[src/rtl/irq_pkg.sv]
package irq_pkg;

    localparam int NSRC     = 6;
    localparam int NEXT     = 2;
    localparam int REG_W    = 8;
    localparam int PER_REG  = 3;
    localparam int EN_LSB   = 1;
    localparam int FLAG_LSB = 4;

    typedef enum logic [2:0] {
        SRC_EXT0  = 3'd0,
        SRC_EXT1  = 3'd1,
        SRC_TMR   = 3'd2,
        SRC_TBASE = 3'd3,
        SRC_ADC   = 3'd4,
        SRC_RTC   = 3'd5
    } irq_src_e;

    typedef struct packed {
        logic     valid;
        irq_src_e src;
    } irq_pick_t;

    function automatic logic [7:0] vec_of(irq_src_e s);
        return 8'((int'(s) + 1) * 4);
    endfunction

endpackage

[src/rtl/irq_edge_sync.sv]
module irq_edge_sync #(
    parameter int N = 2
) (
    input  logic         clk,
    input  logic         rst,
    input  logic [N-1:0] pin,
    input  logic [1:0]   edge_sel,
    output logic [N-1:0] hit
);
    for (genvar g = 0; g < N; g++) begin : g_pin
        logic s1, s2, s3;
        always_ff @(posedge clk) begin
            if (rst) begin
                s1 <= 1'b0;
                s2 <= 1'b0;
                s3 <= 1'b0;
            end else begin
                s1 <= pin[g];
                s2 <= s1;
                s3 <= s2;
            end
        end
        assign hit[g] = (edge_sel[0] & s2 & ~s3) | (edge_sel[1] & ~s2 & s3);
    end
endmodule

[src/rtl/irq_arbiter.sv]
module irq_arbiter
    import irq_pkg::*;
#(
    parameter int N = NSRC
) (
    input  logic [N-1:0] req,
    output irq_pick_t    pick
);
    always_comb begin
        pick = '0;
        for (int i = N - 1; i >= 0; i--) begin
            if (req[i]) begin
                pick.valid = 1'b1;
                pick.src   = irq_src_e'(3'(i));
            end
        end
    end
endmodule

[src/rtl/irq_flag_bank.sv]
module irq_flag_bank
    import irq_pkg::*;
#(
    parameter int N = NSRC,
    parameter int W = REG_W
) (
    input  logic         clk,
    input  logic         rst,
    input  logic [N-1:0] hw_set,
    input  logic         take,
    input  irq_src_e     take_src,
    input  logic         reen,
    input  logic         reg_sel,
    input  logic         reg_we,
    input  logic [W-1:0] wdata,
    output logic [N-1:0] flags,
    output logic [N-1:0] en,
    output logic         emi,
    output logic [W-1:0] rdata
);
    always_ff @(posedge clk) begin
        if (rst) begin
            flags <= '0;
            en    <= '0;
        end else begin
            for (int i = 0; i < N; i++) begin
                if (hw_set[i])
                    flags[i] <= 1'b1;
                else if (take && (int'(take_src) == i))
                    flags[i] <= 1'b0;
                else if (reg_we && ((i / PER_REG) == int'(reg_sel)))
                    flags[i] <= wdata[FLAG_LSB + (i % PER_REG)];
                if (reg_we && ((i / PER_REG) == int'(reg_sel)))
                    en[i] <= wdata[EN_LSB + (i % PER_REG)];
            end
        end
    end

    always_ff @(posedge clk) begin
        if (rst)
            emi <= 1'b0;
        else if (take)
            emi <= 1'b0;
        else if (reen)
            emi <= 1'b1;
        else if (reg_we && !reg_sel)
            emi <= wdata[0];
    end

    always_comb begin
        rdata = '0;
        if (!reg_sel)
            rdata[0] = emi;
        for (int i = 0; i < N; i++) begin
            if ((i / PER_REG) == int'(reg_sel)) begin
                rdata[FLAG_LSB + (i % PER_REG)] = flags[i];
                rdata[EN_LSB + (i % PER_REG)]   = en[i];
            end
        end
    end
endmodule

[src/rtl/irq_vector_ctl.sv]
module irq_vector_ctl
    import irq_pkg::*;
#(
    parameter int VEC_W = 12
) (
    input  logic             clk,
    input  logic             rst,
    input  logic [1:0]       ext_pin,
    input  logic [1:0]       edge_sel,
    input  logic             tmr_ovf,
    input  logic             tbase_to,
    input  logic             adc_eoc,
    input  logic             rtc_to,
    input  logic             cyc_strobe,
    input  logic             stack_full,
    input  logic             ret_evt,
    input  logic             ret_reen,
    input  logic             reg_sel,
    input  logic             reg_we,
    input  logic [7:0]       reg_wdata,
    output logic [7:0]       reg_rdata,
    output logic             call_req,
    output logic [VEC_W-1:0] call_vec
);
    logic [NEXT-1:0] ext_hit;
    logic [NSRC-1:0] hw_set;
    logic [NSRC-1:0] flags;
    logic [NSRC-1:0] en;
    logic            mstr_en;
    logic            take;
    irq_pick_t       pick;

    irq_edge_sync #(.N(NEXT)) u_sync (
        .clk      (clk),
        .rst      (rst),
        .pin      (ext_pin),
        .edge_sel (edge_sel),
        .hit      (ext_hit)
    );

    assign hw_set = {rtc_to, adc_eoc, tbase_to, tmr_ovf, ext_hit};

    irq_arbiter #(.N(NSRC)) u_arb (
        .req  (flags & en),
        .pick (pick)
    );

    assign take = cyc_strobe & mstr_en & ~stack_full & pick.valid;

    irq_flag_bank #(.N(NSRC), .W(REG_W)) u_bank (
        .clk      (clk),
        .rst      (rst),
        .hw_set   (hw_set),
        .take     (take),
        .take_src (pick.src),
        .reen     (ret_evt & ret_reen),
        .reg_sel  (reg_sel),
        .reg_we   (reg_we),
        .wdata    (reg_wdata),
        .flags    (flags),
        .en       (en),
        .emi      (mstr_en),
        .rdata    (reg_rdata)
    );

    always_ff @(posedge clk) begin
        if (rst) begin
            call_req <= 1'b0;
            call_vec <= '0;
        end else begin
            call_req <= take;
            if (take)
                call_vec <= VEC_W'(vec_of(pick.src));
        end
    end
endmodule

[config.mk]
export PLATFORM = sky130hd
export DESIGN_NAME = irq_vector_ctl
export DESIGN_NICKNAME = d
export VERILOG_FILES = /design/src/rtl/irq_pkg.sv /design/src/rtl/irq_edge_sync.sv /design/src/rtl/irq_arbiter.sv /design/src/rtl/irq_flag_bank.sv /design/src/rtl/irq_vector_ctl.sv
export SDC_FILE = /design/constraint.sdc
export NUM_CORES = 1
export LEC_CHECK = 0
export BUFFER_PORTS_ARGS = -buffer_cell sky130_fd_sc_hd__buf_2
export CORE_MARGIN = 4
export CORE_UTILIZATION = 50
export DETAILED_ROUTE_END_ITERATION = 10
export GPL_ROUTABILITY_DRIVEN = 0
export PLACE_DENSITY_LB_ADDON = 0.05
export SYNTH_ARGS = -nofsm -noshare
export SYNTH_HDL_FRONTEND = slang
export SYNTH_HIERARCHICAL = 1
export SYNTH_SLANG_ARGS = --single-unit
export TNS_END_PERCENT = 50
[constraint.sdc]
create_clock -name clk -period 3.55 [get_ports clk]
set_input_delay 0.355 -clock clk [delete_from_list [all_inputs] [get_ports clk]]
set_output_delay 0.355 -clock clk [all_outputs]
set_load 0.1 [all_outputs]
==> impl_metrics.csv, run 1 <==
group,metric,value,unit
global_routing,grt_max_degree,25,
finish,num_antenna_cells,0,
clock_network,h-tree-depth,1,
route,wirelength,2.49,mm
hold_path,hold_path.class,"input port to flip-flop",
worst_setup_path,arrival,2.67,ns
global_routing,gr-total-overflow,0,
power_and_ir_drop,p_per_area,421,nW/um2
power_and_ir_drop,ir_drop,261,uV
route,antenna_left,0,
finish,fin_area,1420,um2
yosys,yosysWarnings,6,
worst_setup_path,reg2reg_depth,7,
clock_network,clkTransAtPathRegs,0.13,ns
yosys,synth_seq_cells,24,
hold_path,min_from,"ext_pin[0]",
finish,syn_to_final_growth,14.2,%
sta,tightest_slew,0.750,ns
route,first_iter_violations,20,
finish,drive_gt1_share,31.5,%
sta,hold_violations,0,
route,via_per_inst,5.06,
yosys,syn_inst,135,
power_and_ir_drop,power.leakage,0.649,nW
placed_design,place_ws,1.18,ns
yosys,yosysSeqAreaShare,38.7,%
sta,period_needed,2.41,ns
sta,setup_viol,0,
clock_network,clock_path_buffers,2,
hold_path,whs_endpoint,"u_sync/g_pin[0].s1$_SDFF_PP0_",
worst_setup_path,crit_fanout,11,
sta,slew_viol_final,0,
worst_setup_path,start_kind,"flip-flop",
sta,fmaxAchievable,0.415,GHz
floorplanning,start_util,54.5,%
clock_network,cts_setup_buffers,0,
clock_network,cts_root_buffer,"clkbuf_4",
clock_network,cts_resized,0,
placed_design,hpwl,1.90,mm
yosys,synth_area,1240,um2
worst_setup_path,cp.required,3.81,ns
sta,slew_headroom,49.6,%
sta,rsz0062_at_grt,"no",
worst_setup_path,r2r_slack,1.14,ns
clock_network,numCtsBuffers,3,
worst_setup_path,critPathKind,"flip-flop to flip-flop",
worst_setup_path,cp-end-kind,"flip-flop",
run_status,run_status,"complete, no violations",
hold_path,min_path_cells,2,
sta,skew,0.00301,ns
global_routing,first_global_vias,943,
yosys,synthFlopType,"dfxtp_1",
clock_network,cts_num_sinks,24,
finish,finalNetCount,194,
placed_design,numPortBuffers,34,
yosys,synth-edff-count,0,
floorplanning,die_h,57.8,um
floorplanning,die_w,57.8,um
floorplanning,rows,17,
global_routing,track_usage,15.4,%
global_routing,grt_pass1_wl,4.04,mm
yosys,synthTopCellsByArea,"dfxtp_1, mux2i_1, buf_4, mux2_2, nor2b_1",
worst_setup_path,r2r_end,"u_bank/flags[3]$_SDFFE_PP0P_",
sta,setup_ws,1.14,ns
sta,finalSetupTns,0,ns
sta,fin_crit_sh,67.8,%
yosys,synth.avg_cell_area,9.18,um2
global_routing,antenna_found_initial,0,
yosys,yosys.area.top_type,"dfxtp_1",
route,wl_per_cell,12.7,um
floorplanning,die_area,3340,um2
run,max_cap_viol_count,0,
worst_setup_path,worstReg2RegStart,"u_bank/flags[0]$_SDFFE_PP0P_",
route,routed-via-count,991,
clock_network,cts_hold_buf,0,
clock_network,clock_latency,0.31,ns
placed_design,dpl_cell_area,1380,um2
floorplanning,ioPinCount,45,
route,drc,0,
floorplanning,core_area,2280,um2
yosys,async_flop_share,0,%
yosys,synth_top_area_share,38.7,%
clock_network,tritoncts,"built",
route,dr.pass1.iters,4,
yosys,ys_types,37,
-- state kept, by name, summed over array words and instances, names as in the netlist --
name,flops
u_bank/emi,1
u_bank/flags,6
u_bank/en,6
u_sync/g_pin.s1,2
call_vec,4
call_req,1
u_sync/g_pin.s2,2
u_sync/g_pin.s3,2
-- metal layers --
layer,part of all wire [%],vias up,global-route usage (%)
met2,45,33,24.8
met4,2.6,0,8.61
met5,0,-,0
met1,45,437,19.0
li1,-,515,-
met3,7.2,6,3.12
-- cells in the mapped netlist, types with 2 or more instances --
library cell	n
nor2b_1	8
inv_1	5
nand3_1	3
mux2i_1	8
and2_1	7
mux2_2	6
nand2_1	9
and3_1	2
a21oi_1	5
o22ai_1	2
dfxtp_1	24
nor2_2	2
nor2_1	10
buf_4	9
nor3_1	5
a221oi_2	2
nand2b_1	3
buf_6	2
conb_1	2
a211oi_1	4
-- cell usage in the layout (no fill, tap or decap), types with 2 or more instances in the layout --
cell and count:
buf_2 34, dfxtp_1 24, nor2_1 10, conb_1 9, nand2_1 9, mux2i_1 8, nor2b_1 8, and2_1 7
mux2_2 6, a21oi_1 5, nor3_1 5, inv_1 5, a211oi_1 4, nand2b_1 3, clkbuf_4 3, nand3_1 3
nor2_2 2, and3_1 2, a221oi_2 2, o22ai_1 2
-- where the power goes --
group,internal [mW],switching [mW]
Clock,0.0627,0.0823
Sequential,0.282,0.00733
Combinational,0.0390,0.123
Total,0.384,0.213
-- worst max-delay path by stage --
stage                                  from                            to  slack (ns)  cells after the start
2_1_floorplan                       reg_sel                  reg_rdata[0]        1.33                      2
3_3_place_gp   u_bank/flags[0]$_SDFFE_PP0P_  u_bank/flags[3]$_SDFFE_PP0P_        1.21                      7
3_5_place_dp   u_bank/flags[0]$_SDFFE_PP0P_  u_bank/flags[3]$_SDFFE_PP0P_        1.18                      7
4_1_cts        u_bank/flags[0]$_SDFFE_PP0P_  u_bank/flags[3]$_SDFFE_PP0P_        1.14                      7
5_1_grt        u_bank/flags[0]$_SDFFE_PP0P_  u_bank/flags[3]$_SDFFE_PP0P_        1.03                      7
6_report       u_bank/flags[0]$_SDFFE_PP0P_  u_bank/flags[3]$_SDFFE_PP0P_        1.14                      7
-- final cells by class --
class	count	area, um2
Multi-Input combinational cell	100	668
Tap cell	28	35.0
Clock buffer	4	36.3
Inverter	5	18.8
Sequential cell	24	480
Timing Repair Buffer	35	178
Fill cell	203	860
-- stage by stage --
stage                     total power [mW]  hold WS [ns]  instances  utilization [%]
final                                0.596         0.241        196             62.2
after global routing                 0.621         0.241        196             62.2
after CTS                            0.603         0.231        196             62.2
after detailed placement             0.457         0.433        192             60.6
after global placement               0.455         0.417        192             60.6
after floorplan                      0.435         0.414        142                -
-- cells by family (layout without fill, tap and decap cells) --
kind of cell	Yosys count	in the layout	share of synthesized area (%)
AOI/OAI and AO/OA	18	18	11.5
buffers and inverters	18	44	9.48
and+or+nand+nor	56	56	24.8
other	2	9	0.606
adders and majority gates	1	1	1.01
xor gates and xnor gates	1	1	0.706
muxes	15	15	13.1
DFF	24	24	38.7
-- worst max-delay path, cell delays in order, from the launching register on --
cell	delay [ns]
dfxtp_1	0.34
and2_1	0.18
or4_1	0.54
or3_1	0.33
and4b_1	0.33
nor2b_1	0.26
a41o_1	0.27
a21oi_1	0.10
Note: power is estimated with default switching activity, not from simulation.
==> run 2, diff against run 1 <==
--- a/config.mk
+++ b/config.mk
@@ -7,7 +7,7 @@
 export LEC_CHECK = 0
 export BUFFER_PORTS_ARGS = -buffer_cell sky130_fd_sc_hd__buf_2
 export CORE_MARGIN = 4
-export CORE_UTILIZATION = 50
+export CORE_UTILIZATION = 44
 export DETAILED_ROUTE_END_ITERATION = 10
 export GPL_ROUTABILITY_DRIVEN = 0
 export PLACE_DENSITY_LB_ADDON = 0.05
==> constraint.sdc (replaced) <==
create_clock -name clk -period 2.1 [get_ports clk]
set_input_delay 0.21 -clock clk [delete_from_list [all_inputs] [get_ports clk]]
set_output_delay 0.21 -clock clk [all_outputs]
set_load 0.1 [all_outputs]
==> impl_metrics.csv, run 2 (same netlist as run 1, synthesis figures left out) <==
group,metric,value,unit
finish,num_antenna_cells,0,
global_routing,track_usage,15.5,%
global_routing,grt_pass1_wl,4.38,mm
worst_setup_path,reg2reg_depth,7,
sta,rsz0062_at_grt,"yes",
finish,layout_commonest_cell,"buf_2",
worst_setup_path,cp_num_cells,7,
worst_setup_path,critPathKind,"flip-flop to flip-flop",
finish,fillers,252,
finish,fin_area,1520,um2
clock_network,clock_path_buffers,2,
worst_setup_path,critPathBufInv,0,
run_status,violations,"negative setup slack",
worst_setup_path,cp-end-kind,"flip-flop",
finish,drive_gt1_share,40.7,%
route,via_per_inst,5.01,
route,dr_wl_met2,1.20,mm
sta,fmaxAchievable,0.474,GHz
worst_setup_path,arrival,2.36,ns
route,routed-via-count,1037,
worst_setup_path,slowest_delay,0.53,ns
run_status,run_status,"finished with violations",
floorplanning,rows,18,
floorplanning,die_h,61.1,um
sta,period_needed,2.11,ns
clock_network,clock_latency,0.31,ns
power_and_ir_drop,power.leakage,0.700,nW
worst_setup_path,crit_family,"simple AND/OR/NAND/NOR gates",
global_routing,first_global_vias,996,
floorplanning,start_util,47.9,%
worst_setup_path,crit_chain,"and2_4 -> or4_4 -> or3_1 -> and4b_2 -> nor2b_4 -> a41o_1 -> a21oi_1",
sta,fin_crit_sh,101,%
floorplanning,ioPinCount,45,
clock_network,numCtsBuffers,3,
clock_network,clkTransAtPathRegs,0.12,ns
sta,slew_viol_final,0,
clock_network,cts_num_sinks,24,
sta,slew_headroom,66.5,%
run,max_cap_viol_count,0,
hold_path,hold_path.class,"input port to flip-flop",
global_routing,antenna_found_initial,0,
clock_network,cts_root_buffer,"clkbuf_4",
route,first_iter_violations,34,
floorplanning,die_area,3730,um2
route,wirelength,2.56,mm
worst_setup_path,crit_fanout,4,
clock_network,tritoncts,"built",
route,drt-met1-wl,1.14,mm
floorplanning,core_area,2590,um2
power_and_ir_drop,ir_drop,539,uV
finish,syn_to_final_growth,22.6,%
route,drc,0,
finish,reg_top3,"u_bank/en (6), u_bank/flags (6), call_vec (4)",
hold_path,min_path_cells,2,
global_routing,grt_max_degree,25,
route,met3_length,200,um
sta,setup_viol,1,
route,dr.pass1.iters,4,
worst_setup_path,start_kind,"flip-flop",
global_routing,gr-total-overflow,0,
placed_design,dpl_cell_area,1450,um2
sta,hold_violations,0,
route,wl_per_cell,12.4,um
floorplanning,die_w,61.1,um
finish,finalNetCount,203,
finish,layout_common_cells,"buf_2, dfxtp_1, nor2_1, buf_4",
route,antenna_left,0,
worst_setup_path,cp.required,2.35,ns
sta,setup_ws,-0.0115,ns
route,top_layer_used,"met4",
placed_design,numPortBuffers,34,
sta,skew,0.00218,ns
clock_network,h-tree-depth,1,
sta,tightest_slew,0.503,ns
worst_setup_path,slowest_stage,"or4_4",
placed_design,hpwl,1.97,mm
finish,final_core_util,58.7,%
power_and_ir_drop,p_per_area,666,nW/um2
run 2: cell count changes in the layout (fill, tap and decap cells not counted), moves of 2 or more:
cell      before  now
dfxtp_2        0    2
and2_4         0    2
a211oi_1       4    2
dfxtp_1       24   22
a211oi_2       1    3
buf_4          1   10
and2_1         7    5
run 2: through the flow:
step	power [mW]	setup TNS, ns	instances	hold slack, ns	worst slack (ns)
5_1_grt	1.07	-0.436	207	0.0906	-0.0832
3_3_place_gp	0.778	0	201	0.418	0.0387
3_5_place_dp	0.783	-0.0451	201	0.425	-0.0293
2_1_floorplan	0.736	-0.000163	142	0.276	-0.000163
6_report	1.01	-0.0115	207	0.0996	-0.0115
4_1_cts	1.03	-0.0131	207	0.0842	-0.0131
run 2: worst register-to-register path, stage by stage, from the launching register on:
cell and delay [ns]:
dfxtp_1 0.33, and2_4 0.16, or4_4 0.53, or3_1 0.32, and4b_2 0.24, nor2b_4 0.15
a41o_1 0.22, a21oi_1 0.11
run 2: final timing paths:
kind | to | slack, ns | from
max reg2reg | u_bank/flags[3]$_SDFFE_PP0P_ | -0.01 | u_bank/flags[3]$_SDFFE_PP0P_
min | u_sync/g_pin[1].s1$_SDFF_PP0_ | 0.1 | ext_pin[1]
max | u_bank/flags[3]$_SDFFE_PP0P_ | -0.01 | u_bank/flags[3]$_SDFFE_PP0P_
min reg2reg | u_sync/g_pin[0].s2$_SDFF_PP0_ | 0.45 | u_sync/g_pin[0].s1$_SDFF_PP0_
run 2: area by class of cell:
| type | instances | area [um2] | share of cell area [%] |
|---|---|---|---|
| multi-input combinational | 100 | 699 | 46.0 |
| timing repair buffer | 44 | 245 | 16.1 |
| sequential | 24 | 483 | 31.8 |
| clock buffer | 4 | 36.3 | 2.39 |
| inverter | 5 | 18.8 | 1.23 |
| tap | 30 | 37.5 | 2.47 |
run 2: report_power, final:
group / switching, mW / total [mW] / internal, mW
sequential: 0.0118 / 0.489 / 0.477
combinational: 0.212 / 0.288 / 0.0759
clock: 0.130 / 0.236 / 0.106
total: 0.354 / 1.01 / 0.659
run 2: repair_timing:
item	4_1_cts	5_1_grt
cloned	0	0
gates resized for setup	5	3
pin swaps	1	0
hold buffers	0	0
endpoints found under the setup margin	5	10
setup buffers	2	0
run 2: layer usage:
| layer | up-vias | track usage (%) |
|---|---|---|
| met1 | 473 | 19.8 |
| met3 | 2 | 4.61 |
| li1 | 530 | - |
| met5 | - | 0 |
| met2 | 32 | 25.8 |
| met4 | 0 | 3.72 |
